[config.mk]
export PLATFORM = sky130hd
export DESIGN_NAME = stc_timer_unit
export DESIGN_NICKNAME = d
export VERILOG_FILES = /design/src/rtl/stc_pkg.sv /design/src/rtl/stc_access.sv /design/src/rtl/stc_store.sv /design/src/rtl/stc_irq_gate.sv /design/src/rtl/stc_timer_unit.sv
export SDC_FILE = /design/constraint.sdc
export NUM_CORES = 1
export LEC_CHECK = 0
export BUFFER_PORTS_ARGS = -buffer_cell sky130_fd_sc_hd__buf_2
export CAP_MARGIN = 0
export CORE_UTILIZATION = 35
export CTS_CLUSTER_DIAMETER = 120
export DETAILED_ROUTE_END_ITERATION = 12
export PLACE_DENSITY = 0.6
export SYNTH_ARGS = -nofsm -noshare
export SYNTH_HDL_FRONTEND = slang
export SYNTH_SLANG_ARGS = --single-unit
export TNS_END_PERCENT = 30
[constraint.sdc]
create_clock -name clk -period 6.5 [get_ports clk]
set_clock_uncertainty 0.15 [all_clocks]
set_input_delay 1.3 -clock clk [delete_from_list [all_inputs] [get_ports clk]]
set_output_delay 1.3 -clock clk [all_outputs]
set_load 0.02 [all_outputs]
[src/rtl/stc_pkg.sv]
package stc_pkg;
    localparam int unsigned CMP_W = 64;

    typedef enum logic [1:0] {
        PRIV_U   = 2'b00,
        PRIV_S   = 2'b01,
        PRIV_RSV = 2'b10,
        PRIV_M   = 2'b11
    } priv_e;

    typedef struct packed {
        logic [CMP_W-1:0] cmp;
        logic             pend;
    } store_t;
endpackage

[src/rtl/stc_access.sv]
module stc_access #(
    parameter int unsigned       XLEN    = 32,
    parameter int unsigned       ADDR_W  = 12,
    parameter logic [ADDR_W-1:0] LO_ADDR = 12'h14D,
    parameter logic [ADDR_W-1:0] HI_ADDR = 12'h15D,
    parameter bit                PRESENT = 1'b1
) (
    input  logic                      valid_i,
    input  logic                      we_i,
    input  logic [ADDR_W-1:0]         addr_i,
    input  logic [XLEN-1:0]           wdata_i,
    input  logic [1:0]                priv_i,
    input  logic [stc_pkg::CMP_W-1:0] cmp_i,
    output logic [XLEN-1:0]           rdata_o,
    output logic                      illegal_o,
    output logic                      wr_lo_o,
    output logic                      wr_hi_o,
    output logic [XLEN-1:0]           wr_data_o
);
    localparam int unsigned CMP_W     = stc_pkg::CMP_W;
    localparam logic [1:0]  MIN_LEVEL = stc_pkg::PRIV_S;

    logic            sel_lo;
    logic            sel_hi;
    logic            hit;
    logic            legal;
    logic [XLEN-1:0] rd_sel;

    generate
        if (XLEN == CMP_W) begin : g_full
            assign sel_lo = (addr_i == LO_ADDR);
            assign sel_hi = 1'b0;
            assign rd_sel = cmp_i[XLEN-1:0];
        end else begin : g_split
            assign sel_lo = (addr_i == LO_ADDR);
            assign sel_hi = (addr_i == HI_ADDR);
            assign rd_sel = sel_hi ? cmp_i[CMP_W-1 -: XLEN] : cmp_i[XLEN-1:0];
        end
    endgenerate

    always_comb begin
        hit       = valid_i && (sel_lo || sel_hi);
        legal     = PRESENT && (priv_i >= MIN_LEVEL);
        illegal_o = hit && !legal;
        wr_lo_o   = hit && legal && we_i && sel_lo;
        wr_hi_o   = hit && legal && we_i && sel_hi;
        wr_data_o = wdata_i;
        rdata_o   = (hit && legal) ? rd_sel : '0;
    end
endmodule

[src/rtl/stc_store.sv]
module stc_store #(
    parameter int unsigned XLEN = 32
) (
    input  logic                      clk,
    input  logic                      rst_n,
    input  logic                      wr_lo_i,
    input  logic                      wr_hi_i,
    input  logic [XLEN-1:0]           wr_data_i,
    input  logic [stc_pkg::CMP_W-1:0] time_i,
    output logic [stc_pkg::CMP_W-1:0] cmp_o,
    output logic                      pend_o
);
    localparam int unsigned CMP_W = stc_pkg::CMP_W;
    localparam int unsigned HALF  = CMP_W / 2;

    stc_pkg::store_t st_d, st_q;
    logic [CMP_W-1:0] wr_mask;
    logic [CMP_W-1:0] wr_val;

    generate
        if (XLEN == CMP_W) begin : g_full
            assign wr_mask = {CMP_W{wr_lo_i}};
            assign wr_val  = wr_data_i;
        end else begin : g_split
            assign wr_mask = {{HALF{wr_hi_i}}, {HALF{wr_lo_i}}};
            assign wr_val  = {wr_data_i, wr_data_i};

            AST_HALF_KEEP_HI: assert property (@(posedge clk) disable iff (!rst_n)
                (wr_lo_i && !wr_hi_i) |=> $stable(st_q.cmp[CMP_W-1:HALF]));
            AST_HALF_KEEP_LO: assert property (@(posedge clk) disable iff (!rst_n)
                (wr_hi_i && !wr_lo_i) |=> $stable(st_q.cmp[HALF-1:0]));
        end
    endgenerate

    always_comb begin
        st_d      = st_q;
        st_d.cmp  = (st_q.cmp & ~wr_mask) | (wr_val & wr_mask);
        st_d.pend = (time_i >= st_q.cmp);
    end

    always_ff @(posedge clk or negedge rst_n) begin
        if (!rst_n) begin
            st_q.cmp  <= '1;
            st_q.pend <= 1'b0;
        end else begin
            st_q <= st_d;
        end
    end

    assign cmp_o  = st_q.cmp;
    assign pend_o = st_q.pend;

    AST_PEND_FOLLOWS: assert property (@(posedge clk) disable iff (!rst_n)
        (time_i >= cmp_o) |=> pend_o);
    AST_PEND_DROPS: assert property (@(posedge clk) disable iff (!rst_n)
        (time_i < cmp_o) |=> !pend_o);
    AST_RESET_ONES: assert property (@(posedge clk) disable iff (!rst_n)
        $rose(rst_n) |-> ((&cmp_o) && !pend_o));
endmodule

[src/rtl/stc_irq_gate.sv]
module stc_irq_gate (
    input  logic pend_i,
    input  logic stie_i,
    input  logic sie_i,
    output logic irq_o
);
    always_comb begin
        irq_o = pend_i && stie_i && sie_i;
    end
endmodule

[src/rtl/stc_timer_unit.sv]
module stc_timer_unit #(
    parameter int unsigned       XLEN    = 32,
    parameter int unsigned       ADDR_W  = 12,
    parameter logic [ADDR_W-1:0] LO_ADDR = 12'h14D,
    parameter logic [ADDR_W-1:0] HI_ADDR = 12'h15D,
    parameter bit                PRESENT = 1'b1
) (
    input  logic              clk,
    input  logic              rst_n,
    input  logic              csr_valid_i,
    input  logic              csr_we_i,
    input  logic [ADDR_W-1:0] csr_addr_i,
    input  logic [XLEN-1:0]   csr_wdata_i,
    input  logic [1:0]        csr_priv_i,
    output logic [XLEN-1:0]   csr_rdata_o,
    output logic              csr_illegal_o,
    input  logic [63:0]       time_i,
    input  logic              stie_i,
    input  logic              sie_i,
    output logic              stip_o,
    output logic              irq_o
);
    localparam int unsigned CMP_W = stc_pkg::CMP_W;

    logic             wr_lo;
    logic             wr_hi;
    logic [XLEN-1:0]  wr_data;
    logic [CMP_W-1:0] cmp_val;
    logic             foreign;

    stc_access #(
        .XLEN(XLEN), .ADDR_W(ADDR_W), .LO_ADDR(LO_ADDR),
        .HI_ADDR(HI_ADDR), .PRESENT(PRESENT)
    ) u_access (
        .valid_i   (csr_valid_i),
        .we_i      (csr_we_i),
        .addr_i    (csr_addr_i),
        .wdata_i   (csr_wdata_i),
        .priv_i    (csr_priv_i),
        .cmp_i     (cmp_val),
        .rdata_o   (csr_rdata_o),
        .illegal_o (csr_illegal_o),
        .wr_lo_o   (wr_lo),
        .wr_hi_o   (wr_hi),
        .wr_data_o (wr_data)
    );

    stc_store #(.XLEN(XLEN)) u_store (
        .clk       (clk),
        .rst_n     (rst_n),
        .wr_lo_i   (wr_lo),
        .wr_hi_i   (wr_hi),
        .wr_data_i (wr_data),
        .time_i    (time_i),
        .cmp_o     (cmp_val),
        .pend_o    (stip_o)
    );

    stc_irq_gate u_gate (
        .pend_i (stip_o),
        .stie_i (stie_i),
        .sie_i  (sie_i),
        .irq_o  (irq_o)
    );

    assign foreign = (csr_addr_i != LO_ADDR) && ((XLEN == CMP_W) || (csr_addr_i != HI_ADDR));

    AST_ILLEGAL_KEEPS: assert property (@(posedge clk) disable iff (!rst_n)
        csr_illegal_o |=> $stable(cmp_val));
    AST_IRQ_GATED: assert property (@(posedge clk) disable iff (!rst_n)
        irq_o |-> (stip_o && stie_i && sie_i));
    AST_FOREIGN_QUIET: assert property (@(posedge clk) disable iff (!rst_n)
        (csr_valid_i && foreign) |-> (!csr_illegal_o && (csr_rdata_o == '0)));
    AST_FOREIGN_KEEPS: assert property (@(posedge clk) disable iff (!rst_n)
        (csr_valid_i && foreign) |=> $stable(cmp_val));
endmodule

==> summary.txt, run 1 <==
STA
  – Hold Violations, Final: 0
  – Final Max Tran Viols: 0
  – Post-layout minimum cycle time: 4.70 ns
  – Setup TNS: 0 ns
  – Final setup margin: 1.80 ns
  – Max Freq: 213 MHz
  – Unrepaired setup endpoints after global routing: no
  – Slew headroom: 43.7%
  – Final Hold Slack: 0.478 ns
  – Crit share post-route: 72.3%
  – Least-Margin Pin Slew: 0.844 ns
  – Final setup fails: 0

Finish
  – Most frequent cells in the layout: buf_2 (150), inv_1 (65), ha_1 (64), dfstp_2 (64), a21oi_1 (55)
  – Layout Nets: 808
  – N_diodes: 0
  – Area of the multi-input gates: 2590 um^2
  – Share of cells above drive strength 1: 42.7%
  – Area Overhead vs Synth: 25.2%
  – Register area: 1710 um^2
  – Post-route non-filler standard cell count: 805
  – Fillers: 1211
  – Commonest non-fill, non-tap cell in the layout: buf_2
  – Design area: 5820 um^2

Worst setup path
  – Worst EP arrival: 3.25 ns
  – Setup crit start kind: primary input
  – Critical Setup Path Class: in2out
  – CP endpoint kind: primary output
  – Crit Path Max Fanout: 22
  – CP startpoint: csr_addr_i[11]
  – CP required: 5.05 ns

Pwr
  – Max IR drop VDD: 0.0923 mV
  – Leak: 2.55 nW
  – Pwr/cell area: 162 nW/um^2

Status
  – Status: finished, final reports clean

CTS
  – Worst skew pair latency: 0.32 ns
  – Post-cts resize count: 0
  – Clk Tree Root Cell: clkbuf_16
  – Clock transition at path regs: 0.05 ns
  – Clock Path Buffers: 2
  – TritonCTS clock tree: yes
  – H-tree levels: 3
  – Num CTS Buffers: 9
  – Setup bufs post-CTS: 0
  – Num Clock Sinks: 65
  – Hold Buf Count CTS: 0

Logic synthesis
  – Synth top area cells: dfstp_2 (36%), ha_1 (17%), mux2_2 (8.0%)
  – Number of synthesized flops with an enable pin: 0
  – Main synth FF type: dfstp_2
  – #FFs+latches synth: 65
  – Mapped Cells: 482
  – Synth Net Count: 662
  – FFs w/ async S/R, synth: 100%
  – Largest area contributor in the netlist: dfstp_2
  – Synth unique cells: 37
  – Register area share after synthesis: 36.8%
  – Mapped Area: 4640 um^2
  – Synthesized area per cell: 9.63 um^2
  – Yosys top cell area share: 36.2%
  – Synth Warn #: 0

Floorplanning
  – Row count: 41
  – Core Box Area: 12800 um^2
  – Die area: 13700 um^2
  – Initial Util: 36.4%
  – Io pins: 151
  – Die X: 117 um
  – Die height: 117 um

Drt
  – First DRT Iteration DRCs: 207
  – Final wirelength: 12600 um
  – Via/cell ratio: 5.01
  – Via Count: 4037
  – Drt pass-1 iters: 5
  – Average wire per standard cell: 15.7 um
  – Post-route ant nets: 0
  – # DRC: 0

Placed design
  – # placed instances: 789
  – Place WS: 1.75 ns
  – GPL Wtd Cong: 0.817
  – IO Port Bufs: 150
  – Area after DPL: 5550 um^2
  – DP HPWL: 9820 um

Global routing
  – All-Layer GR Usage: 18.9%
  – Grt ovf: 0
  – Vias in the first global route: 3924
  – Global-route wire length before repair: 19400 um
  – Initial antenna violation count: 0
  – Largest net degree at the start of global routing: 66

Worst hold path
  – Hold/Removal Path Class: reg2reg

Job
  – Max Cap Viol: 0
-- cell usage after synthesis (all sizes together), types with 4 or more instances --
cell	instances
buf	7
nand2	46
clkbuf	14
a21o	5
nor2	9
dfstp	64
nand4	12
o21ai	6
a21oi	55
nand3	42
ha	64
inv	65
a211oi	4
mux2	64
-- power by group --
part	internal (mW)	switching [mW]
Sequential	0.407	0.000180
Clock	0.255	0.175
Combinational	0.0499	0.0552
-- worst max-delay path: stages --
cell	delay [ns]
buf_2	0.10
nor4bb_1	0.28
nand3_1	0.16
nor4_4	0.33
nand2_1	0.35
buf_4	0.38
nand2_1	0.10
a21oi_1	0.07
buf_2	0.17
-- area by class of cell --
cell class              instances  area share [%]
clock buffers                  10            3.94
clock inverters                 6           0.602
inverters                      65            4.20
repair buffers                156            13.7
flip-flops and latches         65            29.3
multi-input cells             331            44.5
well taps                     172            3.70
-- metrics by stage --
| step | total power [mW] | utilization (%) |
|---|---|---|
| after floorplan | 0.456 | - |
| after global placement | 0.514 | 43.5 |
| after detailed placement | 0.519 | 43.5 |
| after CTS | 0.955 | 45.5 |
| after global routing | 0.987 | 45.5 |
| final | 0.942 | 45.5 |
-- cell families (layout without fill, tap and decap cells) --
group	after synthesis	count (layout)	share of synthesized area, %
AO/OA/AOI/OAI	80	80	9.86
AND/OR/NAND/NOR	123	123	13.2
adder cells (fa/ha/maj)	64	64	17.2
buffers and inverters	86	237	7.46
flip-flops	65	65	36.8
multiplexers	64	64	15.5
-- metal layers --
| layer | up-vias | share of wire, % | GRT usage (%) |
|---|---|---|---|
| li1 | 1986 | - | - |
| met1 | 1912 | 47 | 24.7 |
| met2 | 121 | 47 | 31.8 |
| met3 | 18 | 4.6 | 3.30 |
| met4 | 0 | 1.6 | 5.40 |
| met5 | - | 0 | 0 |
-- path summary, 6_finish.rpt --
kind | to | slack (ns) | cells past startpoint
worst max-delay path | csr_rdata_o[28] | 1.80 | 9
worst min-delay path | flop | 0.48 | 1
worst max register to register | u_store.pend_o$_DFF_PN0_ | 3.81 | 8
worst min register to register | flop | 0.48 | 1
max in group asynchronous | u_store.pend_o$_DFF_PN0_ | 4.65 | 2
min in group asynchronous | u_store.pend_o$_DFF_PN0_ | 1.03 | 2
No activity file was read; power rests on OpenSTA's default activity.
==> run 2: changes to the inputs <==
==> constraint.sdc (replaced) <==
create_clock -name clk -period 4.7 [get_ports clk]
set_clock_uncertainty 0.15 [all_clocks]
set_input_delay 0.94 -clock clk [delete_from_list [all_inputs] [get_ports clk]]
set_output_delay 0.94 -clock clk [all_outputs]
set_load 0.02 [all_outputs]
==> summary.txt, run 2 (same netlist as run 1, synthesis figures left out) <==
Pwr
  – P_int: 1.05 mW (was 0.712 mW)
  – Leak: 2.57 nW (was 2.55 nW)
  – Power share of the combinational group: 10.6% (was 11.1%)
  – Clock network power share: 47.7% (was 45.6%)
  – Pwr/cell area: 231 nW/um^2 (was 162 nW/um^2)
  – Net switching power: 0.306 mW (was 0.230 mW)
  – Switching share of power: 22.6% (was 24.4%)
  – Max IR drop VDD: 0.134 mV (was 0.0923 mV)
  – Seq pwr share: 41.8% (was 43.2%)

Global routing
  – Largest net degree at the start of global routing: 36 (was 66)
  – All-Layer GR Usage: 19.1% (was 18.9%)
  – Grt ovf: 0 (unchanged)
  – Initial antenna violation count: 0 (unchanged)
  – Vias in the first global route: 4005 (was 3924)
  – Global-route wire length before repair: 19800 um (was 19400 um)

Floorplanning
  – Die height: 117 um (unchanged)
  – Io pins: 151 (unchanged)
  – Die area: 13700 um^2 (unchanged)
  – Die X: 117 um (unchanged)
  – Initial Util: 36.4% (unchanged)
  – Core Box Area: 12800 um^2 (unchanged)
  – Row count: 41 (unchanged)

CTS
  – Worst skew pair latency: 0.33 ns (was 0.32 ns)
  – H-tree levels: 3 (unchanged)
  – Clock Path Buffers: 2 (unchanged)
  – Clk Tree Root Cell: clkbuf_16 (unchanged)
  – Post-cts resize count: 0 (unchanged)
  – Setup bufs post-CTS: 0 (unchanged)
  – Num Clock Sinks: 65 (unchanged)
  – Hold Buf Count CTS: 0 (unchanged)
  – TritonCTS clock tree: yes (unchanged)
  – Num CTS Buffers: 9 (unchanged)
  – Clock transition at path regs: 0.05 ns (about the same)

Placed design
  – Area after DPL: 5560 um^2 (was 5550 um^2)
  – IO Port Bufs: 150 (unchanged)
  – DP HPWL: 9850 um (was 9820 um)
  – GPL Wtd Cong: 0.777 (was 0.817)

STA
  – Crit share post-route: 85.5%
  – Hold Violations, Final: 0 (unchanged)
  – Slew headroom: 47.8% (was 43.7%)
  – Final Hold Slack: 0.478 ns (about the same)
  – Max Freq: 249 MHz
  – Post-layout minimum cycle time: 4.02 ns
  – Unrepaired setup endpoints after global routing: no (unchanged)
  – Final setup fails: 0 (unchanged)
  – Final Max Tran Viols: 0 (unchanged)
  – Setup TNS: 0 ns (unchanged)
  – Least-Margin Pin Slew: 0.783 ns (was 0.844 ns)

Job
  – Max Cap Viol: 0 (unchanged)

Worst setup path
  – Worst-path cell chain: buf_2 -> nor4bb_1 -> nand3_1 -> nor4_4 -> buf_4 -> nand2_1 -> buf_4 -> nand2_1 -> a21oi_1 -> buf_2 (was buf_2 -> nor4bb_1 -> nand3_1 -> nor4_4 -> nand2_1 -> buf_4 -> nand2_1 -> a21oi_1 -> buf_2)
  – Crit Path Max Fanout: 35 (was 22)
  – Setup crit start kind: primary input (unchanged)
  – CP endpoint kind: primary output (unchanged)
  – CP required: 3.61 ns (was 5.05 ns)
  – Max stage delay on crit path: 0.41 ns (was 0.38 ns)
  – R2R Setup Slk: 1.96 ns (was 3.81 ns)
  – Worst EP arrival: 2.93 ns (was 3.25 ns)
  – Critical Setup Path Class: in2out (unchanged)
  – Slowest cell on crit path: buf_4 (unchanged)

Status
  – Status: finished, final reports clean (unchanged)

Finish
  – Share of cells above drive strength 1: 42.7% (about the same)
  – N_diodes: 0 (unchanged)
  – Commonest non-fill, non-tap cell in the layout: buf_2 (unchanged)
  – Design area: 5850 um^2 (was 5820 um^2)
  – Area Overhead vs Synth: 26.1% (was 25.2%)
  – Most frequent cells in the layout: buf_2 (150), inv_1 (65), ha_1 (64), dfstp_2 (64), a21oi_1 (55) (unchanged)
  – Layout Nets: 809 (was 808)

Drt
  – Via/cell ratio: 4.95 (was 5.01)
  – # DRC: 0 (unchanged)
  – Via Count: 3991 (was 4037)
  – First DRT Iteration DRCs: 130 (was 207)
  – Drt pass-1 iters: 4 (was 5)
  – Post-route ant nets: 0 (unchanged)
  – Average wire per standard cell: 15.5 um (was 15.7 um)
  – Final wirelength: 12500 um (was 12600 um)

Worst hold path
  – Hold/Removal Path Class: reg2reg (unchanged)
==> run 2: critical path, delay by kind of cell <==
kind	cells	cell delay, ns
AOI/OAI and AO/OA	1	0.07
and+or+nand+nor	5	0.91
buffers and inverters	4	0.97
==> run 2: routing by layer <==
metal  share of wire (%)  track usage (%)
met1                  46             24.8
met2                  47             31.6
met3                 5.3             3.60
met4                 1.6             6.75
met5                   0                0
==> run 2: per-stage QoR <==
step                util (%)  power [mW]  setup slack (ns)  cells
global route            45.8        1.41             0.488    806
floorplan                  -       0.631              1.12    482
global placement        43.5       0.710             0.758    790
CTS                     45.8        1.37             0.687    806
finish                  45.8        1.35             0.681    806
detailed placement      43.5       0.716             0.695    790
==> run 2: final timing paths <==
| check | cells past startpoint | start | endpoint |
|---|---|---|---|
| setup / recovery | 10 | csr_addr_i[11] | csr_rdata_o[30] |
| hold / removal | 1 | flop | flop |
| setup reg to reg | 7 | flop | u_store.pend_o$_DFF_PN0_ |
| hold reg to reg | 1 | flop | flop |
| max in group asynchronous | 2 | rst_n | async pin |
| min in group asynchronous | 1 | rst_n | async pin |
==> run 2: power groups by stage <==
stage	combinational, mW	sequential, mW	clock (mW)
3_5_place_dp	0.144	0.572	0
2_1_floorplan	0.0588	0.572	0
5_1_grt	0.163	0.564	0.686
4_1_cts	0.145	0.564	0.661
6_report	0.143	0.564	0.644
3_3_place_gp	0.138	0.571	0
==> run 2: final cells by class <==
class,instances,area [um^2]
tap,172,215
sequential,65,1710
inverter,65,244
clock buffer,14,284
timing repair buffer,157,803
fill,1261,6920
multi-input combinational,331,2590
clock inverter,2,10.0
==> run 3: changes to the inputs <==
--- a/config.mk
+++ b/config.mk
@@ -10,7 +10,7 @@
 export CORE_UTILIZATION = 35
 export CTS_CLUSTER_DIAMETER = 120
 export DETAILED_ROUTE_END_ITERATION = 12
-export PLACE_DENSITY = 0.6
+export PLACE_DENSITY_LB_ADDON = 0.2
 export SYNTH_ARGS = -nofsm -noshare
 export SYNTH_HDL_FRONTEND = slang
 export SYNTH_SLANG_ARGS = --single-unit
==> summary.txt, run 3 (same netlist as run 1, synthesis figures left out) <==
Status
  – Status: finished, final reports clean (unchanged)

Finish
  – N_diodes: 0 (unchanged)
  – Share of cells above drive strength 1: 42.8% (was 42.7%)
  – Final core occ: 46.3% (was 45.8%)
  – Fillers: 1272 (was 1261)
  – Design area: 5910 um^2 (was 5850 um^2)
  – Commonest non-fill, non-tap cell in the layout: buf_2 (unchanged)
  – Layout Nets: 810 (was 809)
  – Area Overhead vs Synth: 27.3% (was 26.1%)
  – Most frequent cells in the layout: buf_2 (150), inv_1 (65), ha_1 (64), dfstp_2 (64), a21oi_1 (55) (unchanged)

Floorplanning
  – Io pins: 151 (unchanged)
  – Die area: 13700 um^2 (unchanged)
  – Die X: 117 um (unchanged)
  – Core Box Area: 12800 um^2 (unchanged)
  – Die height: 117 um (unchanged)
  – Row count: 41 (unchanged)
  – Initial Util: 36.4% (unchanged)

Worst hold path
  – Hold/Removal Path Class: in2async (was reg2reg)

Worst setup path
  – Setup crit start kind: primary input (unchanged)
  – Buffers and inverters on the worst path: 4 (unchanged)
  – Worst-path cell chain: buf_2 -> nor4bb_1 -> nand3_1 -> nor4_4 -> buf_4 -> nand2_1 -> buf_4 -> nand2_1 -> a21oi_1 -> buf_2 (unchanged)
  – Max stage delay on crit path: 0.43 ns (was 0.41 ns)
  – CP startpoint: csr_addr_i[11] (unchanged)
  – FF-to-FF End: u_store.pend_o$_DFF_PN0_ (unchanged)
  – Slowest cell on crit path: buf_4 (unchanged)
  – Crit Path Max Fanout: 35 (unchanged)
  – CP required: 3.61 ns (about the same)
  – R2R Setup Slk: 1.99 ns (was 1.96 ns)
  – Logic depth of the worst register-to-register path: 8 (was 7)
  – Critical Setup Path Class: in2out (unchanged)
  – Crit path capture: csr_rdata_o[0] (was csr_rdata_o[30])
  – Worst EP arrival: 2.90 ns (was 2.93 ns)
  – Worst path depth: 10 (unchanged)
  – CP endpoint kind: primary output (unchanged)
  – Top delay family on crit path: buffers and inverters (unchanged)

CTS
  – Num CTS Buffers: 9 (unchanged)
  – Clock transition at path regs: 0.05 ns (about the same)
  – Num Clock Sinks: 65 (unchanged)
  – Post-cts resize count: 0 (unchanged)
  – Clk Tree Root Cell: clkbuf_16 (unchanged)
  – Hold Buf Count CTS: 0 (unchanged)
  – Setup bufs post-CTS: 0 (unchanged)
  – H-tree levels: 3 (unchanged)
  – Worst skew pair latency: 0.33 ns (about the same)
  – TritonCTS clock tree: yes (unchanged)
  – Clock Path Buffers: 2 (unchanged)

Pwr
  – Pwr/cell area: 244 nW/um^2 (was 231 nW/um^2)
  – Leak: 2.59 nW (was 2.57 nW)
  – Max IR drop VDD: 0.125 mV (was 0.134 mV)

Placed design
  – IO Port Bufs: 150 (unchanged)
  – Place WS: 0.653 ns (was 0.695 ns)
  – GPL Wtd Cong: 0.796 (was 0.777)
  – Area after DPL: 5580 um^2 (was 5560 um^2)
  – DP HPWL: 9910 um (was 9850 um)

STA
  – Final setup margin: 0.707 ns (was 0.681 ns)
  – Crit share post-route: 85.0% (was 85.5%)
  – Hold Violations, Final: 0 (unchanged)
  – Final setup fails: 0 (unchanged)
  – Max Freq: 250 MHz (was 249 MHz)
  – Final Hold Slack: 0.474 ns (was 0.478 ns)
  – Post-layout minimum cycle time: 3.99 ns (was 4.02 ns)
  – Slew headroom: 51.0% (was 47.8%)
  – Final Max Tran Viols: 0 (unchanged)
  – Least-Margin Pin Slew: 0.735 ns (was 0.783 ns)
  – Setup TNS: 0 ns (unchanged)
  – Unrepaired setup endpoints after global routing: no (unchanged)

Drt
  – # DRC: 0 (unchanged)
  – Via Count: 3990 (was 3991)
  – Average wire per standard cell: 15.5 um (about the same)
  – First DRT Iteration DRCs: 194 (was 130)
  – Via/cell ratio: 4.94 (was 4.95)
  – Drt pass-1 iters: 4 (unchanged)
  – Post-route ant nets: 0 (unchanged)
  – Final wirelength: 12500 um (about the same)

Global routing
  – Largest net degree at the start of global routing: 40 (was 36)
  – Vias in the first global route: 4053 (was 4005)
  – All-Layer GR Usage: 19.4% (was 19.1%)
  – Grt ovf: 0 (unchanged)
  – Global-route wire length before repair: 19900 um (was 19800 um)
  – Initial antenna violation count: 1 (was 0)

Job
  – Max Cap Viol: 0 (unchanged)
run 3: layer usage:
metal / vias up / part of all wire, % / track usage, %
li1: 1982 / - / -
met1: 1858 / 46 / 25.2
met2: 135 / 46 / 32.4
met3: 13 / 6.0 / 4.33
met4: 2 / 1.1 / 5.23
met5: - / 0.10 / 0
run 3: worst min-delay path by stage:
stage | depth (start not counted) | slack, ns | startpoint | end
6_report | 1 | 0.47 | rst_n | u_store.pend_o$_DFF_PN0_
5_1_grt | 1 | 0.49 | flop | flop
4_1_cts | 1 | 0.48 | flop | flop
3_5_place_dp | 1 | 0.47 | flop | flop
3_3_place_gp | 1 | 0.47 | flop | flop
2_1_floorplan | 1 | 0.46 | flop | flop
run 3: metrics by stage:
step | instances | total power, mW
2_1_floorplan | 482 | 0.631
3_3_place_gp | 791 | 0.714
3_5_place_dp | 791 | 0.718
4_1_cts | 807 | 1.46
5_1_grt | 807 | 1.50
6_report | 807 | 1.44
run 3: final cells by class:
cell class	instances	area [um^2]	share of cell area, %
multi-input cells	331	2590	43.8
flip-flops and latches	65	1710	28.9
repair buffers	158	823	13.9
clock buffers	12	256	4.34
inverters	65	244	4.13
well taps	172	215	3.64
clock inverters	4	75.1	1.27
run 3: report_power, final:
group | internal [mW] | total, mW | switching, mW
Combinational | 0.0685 | 0.144 | 0.0754
Sequential | 0.563 | 0.564 | 0.000504
Clock | 0.493 | 0.737 | 0.244
